--- config.mk ---
export PLATFORM = sky130hd
export DESIGN_NAME = relay_shift_seq
export DESIGN_NICKNAME = d
export VERILOG_FILES = /design/src/rtl/relay_shift_seq.sv
export SDC_FILE = /design/constraint.sdc
export NUM_CORES = 1
export LEC_CHECK = 0
export ABC_AREA = 1
export BUFFER_PORTS_ARGS = -buffer_cell sky130_fd_sc_hd__buf_4
export CORE_UTILIZATION = 40
export CTS_CLUSTER_SIZE = 24
export DETAILED_ROUTE_END_ITERATION = 6
export PLACE_DENSITY = 0.67
export SETUP_SLACK_MARGIN = 0.15
export SLEW_MARGIN = 20
export SYNTH_ARGS = -nofsm -noshare
export SYNTH_HDL_FRONTEND = slang
export SYNTH_SLANG_ARGS = --single-unit
export TNS_END_PERCENT = 5
--- constraint.sdc ---
create_clock -name clk -period 4 [get_ports clk]
set_input_delay 0.8 -clock clk [delete_from_list [all_inputs] [get_ports clk]]
set_output_delay 0.8 -clock clk [all_outputs]
set_load 0.01 [all_outputs]
--- src/rtl/relay_shift_seq.sv ---
module relay_shift_seq #(
  parameter int WIDTH       = 8,
  parameter int HALF_CYCLES = 4
) (
  input  logic             clk,
  input  logic             rst_n,
  input  logic             start_i,
  input  logic [WIDTH-1:0] pattern_i,
  output logic             busy_o,
  output logic             done_o,
  output logic             sclk_o,
  output logic             sdata_o,
  output logic             strobe_o,
  output logic             gate_en_n_o
);
  localparam int CW = (HALF_CYCLES > 1) ? $clog2(HALF_CYCLES) : 1;
  localparam int BW = (WIDTH > 1) ? $clog2(WIDTH) : 1;

  typedef enum logic [2:0] {S_IDLE, S_SETUP, S_LOW, S_HIGH, S_STBH, S_STBL} state_t;

  state_t           state;
  logic [CW-1:0]    cnt;
  logic [BW-1:0]    bit_cnt;
  logic [WIDTH-1:0] shreg;
  logic             phase_end;

  assign phase_end   = (cnt == CW'(HALF_CYCLES - 1));
  assign busy_o      = (state != S_IDLE);
  assign gate_en_n_o = (state == S_IDLE);
  assign sclk_o      = (state == S_HIGH);
  assign strobe_o    = (state == S_STBH);
  assign sdata_o     = shreg[WIDTH-1];

  always_ff @(posedge clk or negedge rst_n) begin
    if (!rst_n) begin
      state   <= S_IDLE;
      cnt     <= '0;
      bit_cnt <= '0;
      shreg   <= '0;
      done_o  <= 1'b0;
    end else begin
      done_o <= 1'b0;
      if (state == S_IDLE) begin
        cnt <= '0;
        if (start_i) begin
          state   <= S_SETUP;
          shreg   <= pattern_i;
          bit_cnt <= '0;
        end
      end else if (!phase_end) begin
        cnt <= cnt + 1'b1;
      end else begin
        cnt <= '0;
        unique case (state)
          S_SETUP: state <= S_LOW;
          S_LOW:   state <= S_HIGH;
          S_HIGH: begin
            shreg   <= {shreg[WIDTH-2:0], 1'b0};
            bit_cnt <= bit_cnt + 1'b1;
            state   <= (bit_cnt == BW'(WIDTH - 1)) ? S_STBH : S_LOW;
          end
          S_STBH:  state <= S_STBL;
          S_STBL: begin
            state  <= S_IDLE;
            done_o <= 1'b1;
          end
          default: state <= S_IDLE;
        endcase
      end
    end
  end

  AST_DATA_HELD_HIGH: assert property (@(posedge clk) disable iff (!rst_n)
    (sclk_o && $past(sclk_o)) |-> $stable(sdata_o));
  AST_GATE_OPEN_ACTIVE: assert property (@(posedge clk) disable iff (!rst_n)
    (sclk_o || strobe_o) |-> !gate_en_n_o);
  AST_STROBE_CLK_LOW: assert property (@(posedge clk) disable iff (!rst_n)
    strobe_o |-> !sclk_o);
  AST_DONE_SINGLE: assert property (@(posedge clk) disable iff (!rst_n)
    done_o |=> !done_o);
  AST_DONE_IDLE: assert property (@(posedge clk) disable iff (!rst_n)
    done_o |-> (!busy_o && !strobe_o && !sclk_o));
  AST_BUSY_FROM_START: assert property (@(posedge clk) disable iff (!rst_n)
    $rose(busy_o) |-> $past(start_i));
endmodule

After elaboration in Yosys (flattened, before gate mapping). Index checks and enable logic that the tools add are counted. Widths: inputs -> output; s select.

Bits in registers: 17. Input port bits: 11. Output and inout bits: 6. Word-level logic and storage cells: 39.

Add/sub/neg operators: 2. Equality and inequality tests: 8. Mux-type cells: 18. Reduce and logical (&&, ||, !) cells: 6.

Operator list (number): $mux 8 (4); $mux 3 (8); $pmux 3 s4 (1); $eq 3x3->1 const B (3); $eq 3x2->1 const B (2); $mux 2 (2); $reduce_bool 2->1 (2); $add 3x1->3 const B (1); $eq 3x1->1 const B (1); $logic_not 3->1 (1); $mux 1 (3); $reduce_and 3->1 (1); $reduce_bool 3->1 (1); $add 2x1->2 const B (1); $eq 2x2->1 const B (1); $ne 2x2->1 const B (1); $reduce_and 2->1 (1).

Depth between registers and ports, before layout. Gate-level depths: netlist of run 1.

Depth after elaboration: 5. Depth in mapped cells: 8.

Worst setup path before layout of run 1. No wires, ideal clock.

Kind: reg-to-output. Start: reg state[1]. End: out gate_en_n_o. Arrival time: 957 ps. Required time: 3200 ps. Setup slack: 2243 ps. Cell stages (with the launch flop): 5. Buffers on the path: 1. Path through: dfrtp_1 nor2_2 nand2_2 buf_6 inv_1.

Word-level cells in the longest chain between the ends: 1.

Ends and longest elaborated chain: start, declared (line 21) `state_t state;`; start signal, assigned (line 60) `state <= (bit_cnt == BW'(WIDTH - 1)) ? S_STBH : S_LOW;`; $logic_not 3->1 (line 29) `assign gate_en_n_o = (state == S_IDLE);`; end, declared (line 14) `output logic gate_en_n_o`.

No other way between the ends.

Final worst setup path of run 1. Ends and elaborated chain as after synthesis.

==> flow_summary_export.csv, run 1 <==
group,metric,value,unit
die,ios,17,
yosys,netlist_top_cells_area,"dfrtp_1 45%, nand2_1 16%, nand3_1 12%",
clock_tree,ctsResizeCount,0,
pwr,p_comb_frac,0.498,
clock_tree,htreeDepth,1,
cells_and_area,drive_gt1_frac,0.195,
timing,fmaxAchievable,386,MHz
detailed_routing,remaining_drc_errors,0,
place,port_buffers,16,
global_route,track_usage,0.169,
place,hpwl,1290,um
pwr,intPower,0.000414,W
critical_path,rrSetupSlack,1.83,ns
yosys,synth_top_family_by_area,"simple AND/OR/NAND/NOR gates",
critical_path,cp-end-kind,"output port",
yosys,synth_compound_area_frac,0.0160,
pwr,pwr-share-seq,0.380,
yosys,synth-seq-cells,17,
yosys,synth.largest_area_cell,"dfrtp_1",
timing,slew_headroom,0.711,
pwr,powerDensity,723,nW/um^2
die,dieArea,2540,sq um
critical_path,crit_path_end,"gate_en_n_o",
yosys,syn_nets,133,
die,initial_core_util,0.423,
clock_tree,cts_setup_buffers,0,
timing,finalSetupTns,0,ns
yosys,syn_inst,119,
timing,drv_slew,0,
clock_tree,cts_tree,"built",
critical_path,cp_max_fo,12,
die,core-area,2210,sq um
cells_and_area,areaGrowthSynthToFinish,13.2,%
critical_path,r2r_end,"shreg[5]$_DFFE_PN0P_",
timing,whs,0.347,ns
critical_path,worst-path-buf-inv,2,
critical_path,critical_path_class,"flop to output port",
clock_tree,clock_path_buffers,2,
critical_path,slowest_delay,0.46,ns
detailed_routing,ant_nets,0,
global_route,grt_pass1_vias,700,
timing,fin_crit_sh,0.648,
die,rows,17,
clock_tree,root_buffer,"clkbuf_4",
global_route,grt_pass1_wl,3150,um
yosys,yosysWarnings,0,
outcome,status,"completed",
cells_and_area,num_antenna_cells,0,
die,dieHeight,50.4,um
critical_path,cp.depth,4,
clock_tree,clk_latency,0.29,ns
detailed_routing,drt_iter0_markers,16,
timing,worst_pin_slew,0.432,ns
critical_path,worstPathArrival,1.79,ns
pwr,pwr-share-clk,0.122,
global_route,grt_antenna_before_repair,0,
global_route,grt_max_degree,18,
die,die_w,50.4,um
cells_and_area,nets,148,
yosys,syn-mean-instance-area,7.86,sq um
yosys,synth_top_area_frac,0.455,
critical_path,critPathSlowestCell,"dfrtp_1",
detailed_routing,first_pass_iters,5,
pwr,irDropWorstVdd,0.334,mV
yosys,ys_types,17,
yosys,syn_area,936,sq um
yosys,yosys.area_share.adder,0.0401,
clock_tree,cts_made_buffers,3,
job,drv_cap,0,
timing,finalClockSkew,0.00784,ns
timing,rsz0062_at_grt,"no",
yosys,synth-simple-area-share,0.388,
pwr,power.switching,0.000353,W
clock_tree,clk_pin_slew,0.10,ns
yosys,synthXorXnorAreaFrac,0,
hold_path,hold_class,"input pin to asynchronous set/reset pin",
global_route,overflow,0,
pwr,p_sw_frac,0.460,
detailed_routing,via_per_inst,5.01,
detailed_routing,routedWlPerCell,11.6,um
timing,setup_viol,0,
critical_path,r2r_cells,6,
critical_path,required,3.20,ns
detailed_routing,vias,807,
critical_path,cp-start-kind,"flop",
critical_path,crit_chain,"nor2_2 > nand2_2 > inv_1 > buf_4",
critical_path,startpoint,"state[1]$_DFFE_PN0P_",
pwr,cellLeakagePower,0.596,nW
place,routabilityCongestion,0.825,
clock_tree,clock-sinks,17,
yosys,seq_area_frac_synth,0.455,
critical_path,path_delay_family,"simple AND/OR/NAND/NOR gates",
timing,period_needed,2.59,ns
clock_tree,ctsHoldBuffers,0,
detailed_routing,wl,1870,um
timing,hold_violations,0,
cells_and_area,fillerInstances,227,
yosys,muxShareOfSynthArea,0,
critical_path,r2r_start,"state[1]$_DFFE_PN0P_",
## metrics by stage
stage / cells / power (W) / area (sq um) / worst slack [ns] / util
floorplan: 119 / 0.000621 / 936 / 2.24 / -
global placement: 157 / 0.000666 / 1030 / 1.80 / 0.467
detailed placement: 157 / 0.000676 / 1030 / 1.75 / 0.467
CTS: 161 / 0.000771 / 1060 / 1.39 / 0.479
global route: 161 / 0.000852 / 1060 / 1.28 / 0.479
finish: 161 / 0.000767 / 1060 / 1.41 / 0.479
## routing by layer
| layer | up-vias | track usage | routed length, um |
|---|---|---|---|
| met5 | - | 0 | 0 |
| met4 | 0 | 0.0741 | 26 |
| met3 | 4 | 0.0455 | 119 |
| met2 | 31 | 0.258 | 846 |
| met1 | 364 | 0.222 | 874 |
| li1 | 408 | - | - |
## synthesized netlist by cell type (all sizes together)
library cell,count
nor4,1
o21ai,2
buf,5
dfrtp,17
clkbuf,1
ha,3
nor3,1
nand2,45
nor2,8
nand3,25
inv,10
a21oi,1
## worst min-delay path by stage
stage                                 to  slack, ns
floorplan               cnt[0]$_DFF_PN0_       0.41
global placement        cnt[0]$_DFF_PN0_       0.42
detailed placement      cnt[0]$_DFF_PN0_       0.43
CTS                 shreg[4]$_DFFE_PN0P_       0.36
global route        shreg[5]$_DFFE_PN0P_       0.36
finish              shreg[5]$_DFFE_PN0P_       0.35
## power groups by stage
stage	Clock, W	Combinational [W]	Sequential [W]
2_1_floorplan	0	0.000334	0.000287
4_1_cts	0.0000943	0.000386	0.000292
5_1_grt	0.000101	0.000448	0.000302
3_3_place_gp	0	0.000374	0.000292
3_5_place_dp	0	0.000381	0.000295
6_report	0.0000934	0.000382	0.000291
## sequential cells by signal, summed over array words and instances, names as in the netlist
name / count
bit_cnt: 3
cnt: 2
done_o: 1
shreg: 8
state: 3
## layout by cell type, fill, tap and decap left out
| cell | synthesis | final |
|---|---|---|
| clkbuf_4 | 1 | 3 |
| dfrtp_1 | 17 | 17 |
| nand3_2 | 2 | 2 |
| nor4_1 | 1 | 1 |
| clkbuf_1 | 0 | 1 |
| a21oi_1 | 1 | 1 |
| nand2_1 | 41 | 41 |
| nor2_2 | 1 | 1 |
| nand2_4 | 1 | 1 |
| nor2_1 | 7 | 7 |
| ha_1 | 3 | 3 |
| inv_1 | 10 | 10 |
| o21ai_0 | 2 | 2 |
| nand2_2 | 3 | 3 |
| buf_4 | 0 | 16 |
| nor3_1 | 1 | 1 |
| nand3_1 | 23 | 23 |
## logic make-up after synthesis
kind of cell / Yosys count
DFF: 17
buffers and inverters: 16
AOI/OAI and AO/OA: 3
adders and majority gates: 3
and+or+nand+nor: 80
## final cells by class
cell class | count | area (sq um) | share of cell area
Sequential cell | 17 | 425 | 0.401
Timing Repair Buffer | 16 | 120 | 0.113
Tap cell | 28 | 35.0 | 0.0331
Inverter | 10 | 37.5 | 0.0354
Clock buffer | 4 | 26.3 | 0.0248
Multi-Input combinational cell | 86 | 415 | 0.392
No activity file was read; power rests on OpenSTA's default activity.
==> inputs of run 2 (changes only) <==
clock period = 2.6 ns   (was 4 ns; I/O delays follow)
==> run 2 against run 1 <==
  * Clock power increased by 50%
  * Final area increased by 0.83%
  * Wire length decreased by 2.1%
  * Worst hold slack worse by 0.28 ns
  * Via count down 1.2%
==> flow_summary_export.csv, run 2 (synthesis results as in run 1) <==
group,metric,value,unit
die,core-area,2210,sq um
pwr,p_sw_frac,0.458,
critical_path,crit_path_end,"gate_en_n_o",
detailed_routing,routedWlPerCell,11.3,um
detailed_routing,wl,1830,um
pwr,pwr-share-clk,0.118,
detailed_routing,routed-wl-met2,849,um
clock_tree,ctsResizeCount,0,
timing,fin_crit_sh,0.842,
critical_path,critPathSlowestCell,"dfrtp_1",
pwr,intPower,0.000645,W
detailed_routing,vias,797,
place,port_buffers,16,
critical_path,cp_max_fo,13,
die,initial_core_util,0.423,
critical_path,cp-end-kind,"output port",
die,rows,17,
timing,finalSetupTns,0,ns
clock_tree,clk_pin_slew,0.10,ns
critical_path,worstPathArrival,1.67,ns
timing,period_needed,2.19,ns
detailed_routing,via_per_inst,4.92,
critical_path,r2r_start,"state[2]$_DFFE_PN0P_",
timing,fmaxAchievable,457,MHz
place,placed_cells,158,
pwr,irDropWorstVdd,0.568,mV
critical_path,cp-start-kind,"flop",
cells_and_area,num_antenna_cells,0,
critical_path,startpoint,"state[2]$_DFFE_PN0P_",
clock_tree,htreeDepth,1,
detailed_routing,wl_met3,81,um
hold_path,hold_class,"input pin to asynchronous set/reset pin",
die,ios,17,
clock_tree,root_buffer,"clkbuf_4",
detailed_routing,m1WireLength,881,um
pwr,p_comb_frac,0.503,
critical_path,critical_path_class,"flop to output port",
clock_tree,cts_setup_buffers,0,
timing,drv_slew,0,
die,dieHeight,50.4,um
clock_tree,ctsHoldBuffers,0,
timing,setup_viol,0,
die,dieArea,2540,sq um
critical_path,cpMostUsedCell,"inv_1",
cells_and_area,mostFrequentLayoutCell,"nand2_1",
pwr,cellLeakagePower,0.604,nW
detailed_routing,ant_nets,0,
timing,rsz0062_at_grt,"no",
place,routabilityCongestion,0.821,
detailed_routing,remaining_drc_errors,0,
detailed_routing,routed.top_layer,"met4",
timing,hold_violations,0,
cells_and_area,reg_top3,"shreg: 8 flops, bit_cnt: 3 flops, state: 3 flops",
outcome,status,"completed",
global_route,grt_max_degree,18,
critical_path,r2r_end,"bit_cnt[0]$_DFFE_PN0P_",
die,die_w,50.4,um
cells_and_area,nets,149,
global_route,grt_pass1_vias,778,
timing,worst_pin_slew,0.393,ns
global_route,grt_antenna_before_repair,0,
clock_tree,clock_path_buffers,2,
detailed_routing,drt_iter0_markers,33,
clock_tree,cts_made_buffers,3,
global_route,track_usage,0.171,
critical_path,r2r_cells,6,
timing,layout_setup_ws,0.411,ns
place,hpwl,1320,um
critical_path,rrSetupSlack,0.64,ns
critical_path,slowest_delay,0.42,ns
global_route,grt_pass1_wl,3260,um
clock_tree,cts_tree,"built",
cells_and_area,largest-register,"shreg",
place,pre_cts_slack,0.657,ns
global_route,overflow,0,
timing,finalClockSkew,0.00529,ns
critical_path,crit_chain,"inv_1 > nand2_2 > inv_1 > buf_4",
detailed_routing,first_pass_iters,4,
clock_tree,clk_latency,0.29,ns
pwr,pwr-share-seq,0.380,
pwr,powerDensity,1110,nW/um^2
cells_and_area,fillerInstances,236,
pwr,power.switching,0.000544,W
cells_and_area,largest_register_ffs,8,
cells_and_area,drive_gt1_frac,0.209,
cells_and_area,finalNonFillerCells,162,
clock_tree,clock-sinks,17,
cells_and_area,final_cell_mix,"41 x nand2_1, 23 x nand3_1, 17 x dfrtp_1, 17 x buf_4, 10 x inv_1",
timing,slew_headroom,0.738,
job,drv_cap,0,
cells_and_area,areaGrowthSynthToFinish,14.2,%
critical_path,required,2.08,ns
run 2: power by group through the flow:
| stage | Sequential (W) | Combinational (W) | Clock [W] |
|---|---|---|---|
| 2_1_floorplan | 0.000441 | 0.000514 | 0 |
| 3_3_place_gp | 0.000457 | 0.000580 | 0 |
| 3_5_place_dp | 0.000455 | 0.000600 | 0 |
| 4_1_cts | 0.000451 | 0.000602 | 0.000149 |
| 5_1_grt | 0.000466 | 0.000695 | 0.000156 |
| 6_report | 0.000452 | 0.000598 | 0.000140 |
run 2: final cells by class:
type | count | area [sq um] | share of cell area
sequential | 17 | 425 | 0.398
multi-input combinational | 86 | 415 | 0.389
timing repair buffer | 17 | 128 | 0.119
inverter | 10 | 37.5 | 0.0351
tap | 28 | 35.0 | 0.0328
clock buffer | 3 | 22.5 | 0.0211
clock inverter | 1 | 5.00 | 0.00468
run 2: worst max-delay path, delay by kind of cell (launching register included):
family,cells,cell delay (ns)
buffers and inverters,3,0.71
AND/OR/NAND/NOR,1,0.26
flip-flops,1,0.42
run 2: metal layers:
layer / GRT usage / vias to the layer above
li1: - / 408
met1: 0.226 / 372
met2: 0.253 / 15
met3: 0.0667 / 2
met4: 0.0556 / 0
met5: 0 / -
run 2: metrics by stage:
step                 util  cell area (sq um)  hold slack (ns)  total power, W
floorplan               -                936            0.224        0.000955
global placement    0.471               1040            0.397         0.00104
detailed placement  0.471               1040            0.399         0.00105
CTS                 0.483               1070           0.0702         0.00120
global route        0.483               1070           0.0785         0.00132
finish              0.483               1070           0.0709         0.00119
run 2: worst min path at each step:
stage / start / endpoint / slack, ns / cells past startpoint
finish: rst_n / shreg[6]$_DFFE_PN0P_ / 0.07 / 1
CTS: rst_n / shreg[6]$_DFFE_PN0P_ / 0.07 / 1
floorplan: rst_n / bit_cnt[0]$_DFFE_PN0P_ / 0.22 / 0
global route: rst_n / shreg[6]$_DFFE_PN0P_ / 0.08 / 1
global placement: rst_n / shreg[4]$_DFFE_PN0P_ / 0.40 / 1
detailed placement: rst_n / shreg[4]$_DFFE_PN0P_ / 0.40 / 1
